$ cat src/rtl/dbrst_pkg.sv
package dbrst_pkg;
    typedef enum logic [2:0] {
        ST_OFF       = 3'd0,
        ST_IDLE      = 3'd1,
        ST_ARM       = 3'd2,
        ST_HOLD      = 3'd3,
        ST_PULSE     = 3'd4,
        ST_WAIT_REL  = 3'd5,
        ST_TEST_QUAL = 3'd6,
        ST_TEST_ACK  = 3'd7
    } dbrst_state_e;
endpackage

$ cat src/rtl/dbrst_sync.sv
module dbrst_sync #(
    parameter int             N       = 4,
    parameter logic [N-1:0]   RST_VAL = '0
) (
    input  logic         clk,
    input  logic         rst_n,
    input  logic [N-1:0] d_async,
    output logic [N-1:0] q_sync
);
    for (genvar i = 0; i < N; i++) begin : g_bit
        logic meta_q, stab_q;
        always_ff @(posedge clk or negedge rst_n) begin
            if (!rst_n) begin
                meta_q <= RST_VAL[i];
                stab_q <= RST_VAL[i];
            end else begin
                meta_q <= d_async[i];
                stab_q <= meta_q;
            end
        end
        assign q_sync[i] = stab_q;
    end
endmodule

$ cat src/rtl/dbrst_tick_timer.sv
module dbrst_tick_timer #(
    parameter int CW = 12
) (
    input  logic          clk,
    input  logic          rst_n,
    input  logic          run,
    input  logic          clr,
    input  logic          tick,
    input  logic [CW-1:0] limit,
    output logic [CW-1:0] cnt,
    output logic          done
);
    always_ff @(posedge clk or negedge rst_n) begin
        if (!rst_n) begin
            cnt <= '0;
        end else if (clr) begin
            cnt <= '0;
        end else if (run && tick) begin
            cnt <= cnt + 1'b1;
        end
    end

    assign done = run && tick && (cnt == limit - 1'b1);
endmodule

$ cat src/rtl/dbl_reset_ctrl.sv
module dbl_reset_ctrl
    import dbrst_pkg::*;
#(
    parameter int SETUP_TICKS      = 4000,
    parameter int PULSE_TICKS      = 210,
    parameter int TEST_INIT_TICKS  = 42,
    parameter int TEST_SETUP_TICKS = 21,
    parameter bit FIXED_PULSE      = 1'b0,
    parameter bit ACTIVE_HIGH      = 1'b0
) (
    input  logic clk,
    input  logic rst_n,
    input  logic btn_a_n,
    input  logic btn_b_n,
    input  logic supply_ok,
    input  logic ovp_a,
    input  logic tick,
    output logic reset_out
);
    localparam int MAX_AB   = (SETUP_TICKS > PULSE_TICKS) ? SETUP_TICKS : PULSE_TICKS;
    localparam int MAX_CD   = (TEST_INIT_TICKS > TEST_SETUP_TICKS) ? TEST_INIT_TICKS : TEST_SETUP_TICKS;
    localparam int MAX_T    = (MAX_AB > MAX_CD) ? MAX_AB : MAX_CD;
    localparam int CW       = $clog2(MAX_T + 1);
    localparam int NSYNC    = 4;

    // synchronizers: bit0 btn_a_n, bit1 btn_b_n, bit2 supply_ok, bit3 ovp_a
    logic [NSYNC-1:0] raw_in, syn_in;
    assign raw_in = {ovp_a, supply_ok, btn_b_n, btn_a_n};

    dbrst_sync #(.N(NSYNC), .RST_VAL(4'b0011)) u_sync (
        .clk     (clk),
        .rst_n   (rst_n),
        .d_async (raw_in),
        .q_sync  (syn_in)
    );

    logic both_held, sup_s, ovp_s;
    assign both_held = ~syn_in[0] & ~syn_in[1];
    assign sup_s     = syn_in[2];
    assign ovp_s     = syn_in[3];

    dbrst_state_e state, state_nxt;
    logic         test_mode, test_nxt;
    logic [CW-1:0] limit, tmr_cnt;
    logic         tmr_run, tmr_clr, tmr_done;
    logic         out_active;

    always_comb begin
        tmr_run = (state == ST_ARM) || (state == ST_PULSE) || (state == ST_TEST_QUAL);
        unique case (state)
            ST_ARM:       limit = test_mode ? CW'(TEST_SETUP_TICKS) : CW'(SETUP_TICKS);
            ST_PULSE:     limit = CW'(PULSE_TICKS);
            ST_TEST_QUAL: limit = CW'(TEST_INIT_TICKS);
            default:      limit = CW'(1);
        endcase
    end

    assign tmr_clr = (state_nxt != state);

    dbrst_tick_timer #(.CW(CW)) u_timer (
        .clk   (clk),
        .rst_n (rst_n),
        .run   (tmr_run),
        .clr   (tmr_clr),
        .tick  (tick),
        .limit (limit),
        .cnt   (tmr_cnt),
        .done  (tmr_done)
    );

    // next-state logic
    always_comb begin
        state_nxt = state;
        test_nxt  = test_mode;
        if (!sup_s) begin
            state_nxt = ST_OFF;
            test_nxt  = 1'b0;
        end else begin
            unique case (state)
                ST_OFF: state_nxt = ST_IDLE;
                ST_IDLE: begin
                    if (!test_mode && ovp_s)  state_nxt = ST_TEST_QUAL;
                    else if (both_held)       state_nxt = ST_ARM;
                end
                ST_ARM: begin
                    if (!test_mode && ovp_s)  state_nxt = ST_TEST_QUAL;
                    else if (!both_held)      state_nxt = ST_IDLE;
                    else if (tmr_done)        state_nxt = FIXED_PULSE ? ST_PULSE : ST_HOLD;
                end
                ST_HOLD: begin
                    if (!both_held)           state_nxt = ST_IDLE;
                end
                ST_PULSE: begin
                    if (tmr_done)             state_nxt = both_held ? ST_WAIT_REL : ST_IDLE;
                end
                ST_WAIT_REL: begin
                    if (!both_held)           state_nxt = ST_IDLE;
                end
                ST_TEST_QUAL: begin
                    if (!ovp_s) begin
                        state_nxt = ST_IDLE;
                    end else if (tmr_done) begin
                        test_nxt  = 1'b1;
                        state_nxt = FIXED_PULSE ? ST_PULSE : ST_TEST_ACK;
                    end
                end
                ST_TEST_ACK: begin
                    if (!ovp_s)               state_nxt = ST_IDLE;
                end
            endcase
        end
    end

    // state register
    always_ff @(posedge clk or negedge rst_n) begin
        if (!rst_n) begin
            state     <= ST_OFF;
            test_mode <= 1'b0;
        end else begin
            state     <= state_nxt;
            test_mode <= test_nxt;
        end
    end

    // output process
    always_comb begin
        out_active = sup_s && ((state == ST_HOLD) || (state == ST_PULSE) ||
                               (state == ST_TEST_ACK));
        reset_out  = ACTIVE_HIGH ? out_active : ~out_active;
    end

    // assertions
    AST_ARM_NEEDS_BOTH: assert property (@(posedge clk) disable iff (!rst_n)
        (state == ST_ARM) |-> $past(both_held));
    AST_HOLD_RELEASE: assert property (@(posedge clk) disable iff (!rst_n)
        (state == ST_HOLD && !both_held) |=> (state != ST_HOLD));
    AST_PULSE_BOUND: assert property (@(posedge clk) disable iff (!rst_n)
        (state == ST_PULSE) |-> (tmr_cnt < CW'(PULSE_TICKS)));
    AST_SUPPLY_KILL: assert property (@(posedge clk) disable iff (!rst_n)
        (!sup_s) |=> (state == ST_OFF && !test_mode));
    AST_TEST_STICKY: assert property (@(posedge clk) disable iff (!rst_n)
        (test_mode && sup_s) |=> test_mode);
    AST_ACK_NEEDS_FLAG: assert property (@(posedge clk) disable iff (!rst_n)
        (state == ST_TEST_ACK) |-> $past(ovp_s));
endmodule

$ cat config.mk
export PLATFORM = sky130hd
export DESIGN_NAME = dbl_reset_ctrl
export DESIGN_NICKNAME = d
export VERILOG_FILES = /design/src/rtl/dbrst_pkg.sv /design/src/rtl/dbrst_sync.sv /design/src/rtl/dbrst_tick_timer.sv /design/src/rtl/dbl_reset_ctrl.sv
export SDC_FILE = /design/constraint.sdc
export NUM_CORES = 1
export LEC_CHECK = 0
export BUFFER_PORTS_ARGS = -buffer_cell sky130_fd_sc_hd__buf_2
export CORE_MARGIN = 5
export CORE_UTILIZATION = 55
export DETAILED_ROUTE_END_ITERATION = 8
export PLACE_DENSITY_LB_ADDON = 0.25
export REMOVE_ABC_BUFFERS = 1
export SETUP_SLACK_MARGIN = 0.3
export SYNTH_ARGS = -nofsm -noshare
export SYNTH_HDL_FRONTEND = slang
export SYNTH_SLANG_ARGS = --single-unit
$ cat constraint.sdc
create_clock -name clk -period 4.9 [get_ports clk]
set_input_delay 0.245 -clock clk [delete_from_list [all_inputs] [get_ports clk]]
set_output_delay 0.245 -clock clk [all_outputs]
set_load 0.03 [all_outputs]
==> impl_metrics.py <==
metrics = {
    "status": {
        "status": "complete, no violations",
    },
    "routing": {
        "wire_per_inst_microns": 15.6,
        "via_count": 1232,
        "drtIter0Drc": 143,
        "ant_nets": 0,
        "drt_wl_total_microns": 3230,
        "avgViaCountPerCell": 5.95,
        "first_pass_iters": 4,
        "drc": 0,
    },
    "layout": {
        "multiInputGateArea_sq_um": 961,
        "fillCellCount": 259,
        "layout_commonest_cell": "dfrtp_1",
        "final_cell_mix": "dfrtp_1 (20), nand2_1 (12), nor2_1 (10), nor3_2 (10), xnor2_1 (8)",
        "layout.cells.non_filler": 207,
        "synthToLayoutAreaGrowth_pct": 4.58,
        "antenna_cells": 0,
        "area.sequential_sq_um": 606,
        "layout-drive-gt1-share": 0.253,
        "nNetsFinal": 184,
    },
    "placed_design": {
        "dpl.cell_count": 198,
        "portBuffers": 7,
        "place_congestion": 0.886,
        "dp_hpwl_microns": 2280,
    },
    "power": {
        "p_clk_frac": 0.187,
        "peakVddDrop_v": 0.000225,
        "combPwrFrac": 0.441,
        "p_seq_frac": 0.372,
        "p_per_area_nw_per_um2": 427,
        "p_int_uw": 439,
        "p_leak_nw": 0.687,
        "p_sw_uw": 317,
        "switching_share": 0.420,
    },
    "clock_network": {
        "clkSinkCount": 24,
        "numCtsBuffers": 3,
        "clockBufferDepth": 2,
        "ctsHtreeMaxLevel": 1,
        "cts-root-buf": "clkbuf_4",
        "postCtsSetupBuffers": 0,
        "clock_latency_ns": 0.32,
        "cts_tree": "done",
        "cts_resized": 0,
        "clk_pin_slew_ns": 0.13,
    },
    "timing": {
        "clock.fmax_mhz": 321,
        "fin_setup_tns_ns": 0,
        "rsz0062_at_grt": "false",
        "period_needed_ns": 3.11,
        "hold_viol_final": 0,
        "worstMarginPinSlew_ns": 0.752,
        "report.final.slew_viol_count": 0,
        "max_slew_margin": 0.498,
        "finalSetupViolCount": 0,
        "fin_crit_sh": 0.635,
        "clock_skew_ns": 0.00859,
    },
    "global_route": {
        "grt_max_degree": 25,
        "antenna_found_initial": 0,
        "grt_pass1_wl_microns": 5440,
        "grt-ovfl-total": 0,
        "track_usage": 0.163,
        "grt_pass1_vias": 1148,
    },
    "logic_synthesis": {
        "synth_area_per_cell_sq_um": 10.1,
        "synth-seq-area-share": 0.357,
        "async_reset_ff_frac": 1.00,
        "yosys_warnings": 0,
        "synth_edf_count": 0,
        "ys_types": 63,
        "ys_seq_elements": 24,
        "syn_area_sq_um": 1690,
        "synth_ff_type": "dfrtp_1",
        "syn_inst": 167,
    },
    "hold_path": {
        "hp-start": "u_sync.g_bit[1].meta_q",
        "worstHoldPathType": "flip-flop to flip-flop",
    },
    "floorplan": {
        "die-height_microns": 65.5,
        "dieArea_sq_um": 4290,
        "ios": 8,
        "initial_core_util": 0.564,
        "coreArea_sq_um": 3000,
        "rows": 20,
        "die_w_microns": 65.5,
    },
    "setup_path": {
        "required_ns": 5.11,
        "startpoint": "state[2]",
        "r2r-start": "state[2]",
        "crit_arrival_ns": 3.32,
        "rrSetupSlack_ns": 1.79,
        "cp-end-kind": "flip-flop",
        "crit_type": "flip-flop to flip-flop",
        "crit_path_start_kind": "flip-flop",
        "crit_fanout": 23,
    },
    "flow_run": {
        "drv_cap": 0,
    },
}
## layout make-up
class | count | area share
Multi-Input combinational cell | 129 | 0.542
Sequential cell | 24 | 0.342
Timing Repair Buffer | 14 | 0.0565
Tap cell | 33 | 0.0233
Clock inverter | 1 | 0.0169
Clock buffer | 3 | 0.0127
Inverter | 3 | 0.00636
## worst max-delay path, stage by stage (launching register included)
cell	delay, ns
dfrtp_1	0.85
nand2b_1	0.16
ha_1	0.32
xnor2_1	0.12
a2111oi_0	0.29
nand2_1	0.10
or4_4	0.55
o31ai_2	0.25
buf_4	0.26
nor3_1	0.08
## registers in the layout, summed over array words and instances, names as in the netlist
name                 flops
u_sync.g_bit.meta_q      4
u_timer.cnt             12
test_mode                1
state                    3
u_sync.g_bit.stab_q      4
## timing repair
action	CTS	global route
hold buffers	2	3
setup endpoints to repair	0	0
hold endpoints to repair	21	3
## kinds of logic (layout without fill, tap and decap cells)
logic type	after synthesis	after routing	share of synthesized area
and+or+nand+nor	79	79	0.318
AOI/OAI and AO/OA	32	32	0.151
DFF	24	24	0.357
xor gates and xnor gates	15	15	0.0776
buffers and inverters	14	21	0.0753
adders and majority gates	2	2	0.0148
muxes	1	1	0.00591
## power by group through the flow
| stage | Sequential, mW | Combinational (mW) | Clock, mW |
|---|---|---|---|
| global placement | 0.281 | 0.323 | 0 |
| floorplan | 0.268 | 0.252 | 0 |
| detailed placement | 0.284 | 0.327 | 0 |
| finish | 0.281 | 0.333 | 0.141 |
| global route | 0.290 | 0.365 | 0.157 |
| CTS | 0.280 | 0.330 | 0.145 |
## stage by stage
step | hold slack [ns] | area (sq um) | setup WS, ns | util | power, mW
CTS | 0.00132 | 1740 | 1.81 | 0.580 | 0.755
floorplan | -0.0506 | 1580 | 1.66 | - | 0.520
global route | 0.374 | 1770 | 1.43 | 0.590 | 0.812
global placement | 0.238 | 1670 | 1.93 | 0.556 | 0.604
detailed placement | 0.249 | 1670 | 1.84 | 0.556 | 0.611
finish | 0.368 | 1770 | 1.79 | 0.590 | 0.756
## Yosys cell counts, types with 3 or more instances
library cell,number,area share
nor3_2,10,0.059
xor2_1,7,0.036
nor3b_1,3,0.013
nand2b_1,3,0.011
dfstp_2,4,0.062
buf_6,3,0.020
o21ai_0,5,0.015
a21oi_1,7,0.021
inv_1,3,0.0066
nand3_1,7,0.021
xnor2_1,8,0.041
nand2_1,12,0.027
dfrtp_1,20,0.30
nor2_1,10,0.022
buf_2,3,0.0089
nor3_1,4,0.012
## per-layer routing
metal,vias up,global-route usage,wire (microns)
li1,618,-,-
met1,580,0.236,1570
met2,29,0.250,1460
met3,5,0.0205,154
met4,0,0.0570,47
met5,-,0,0
## final timing paths
kind / cells after the start / endpoint
max: 9 / u_timer.cnt[6]
min: 0 / u_sync.g_bit[1].stab_q
max reg2reg: 9 / u_timer.cnt[6]
min reg2reg: 0 / u_sync.g_bit[1].stab_q
max in group asynchronous: 2 / u_sync.g_bit[0].meta_q
min in group asynchronous: 2 / u_sync.g_bit[3].stab_q
No activity file was read; power rests on OpenSTA's default activity.
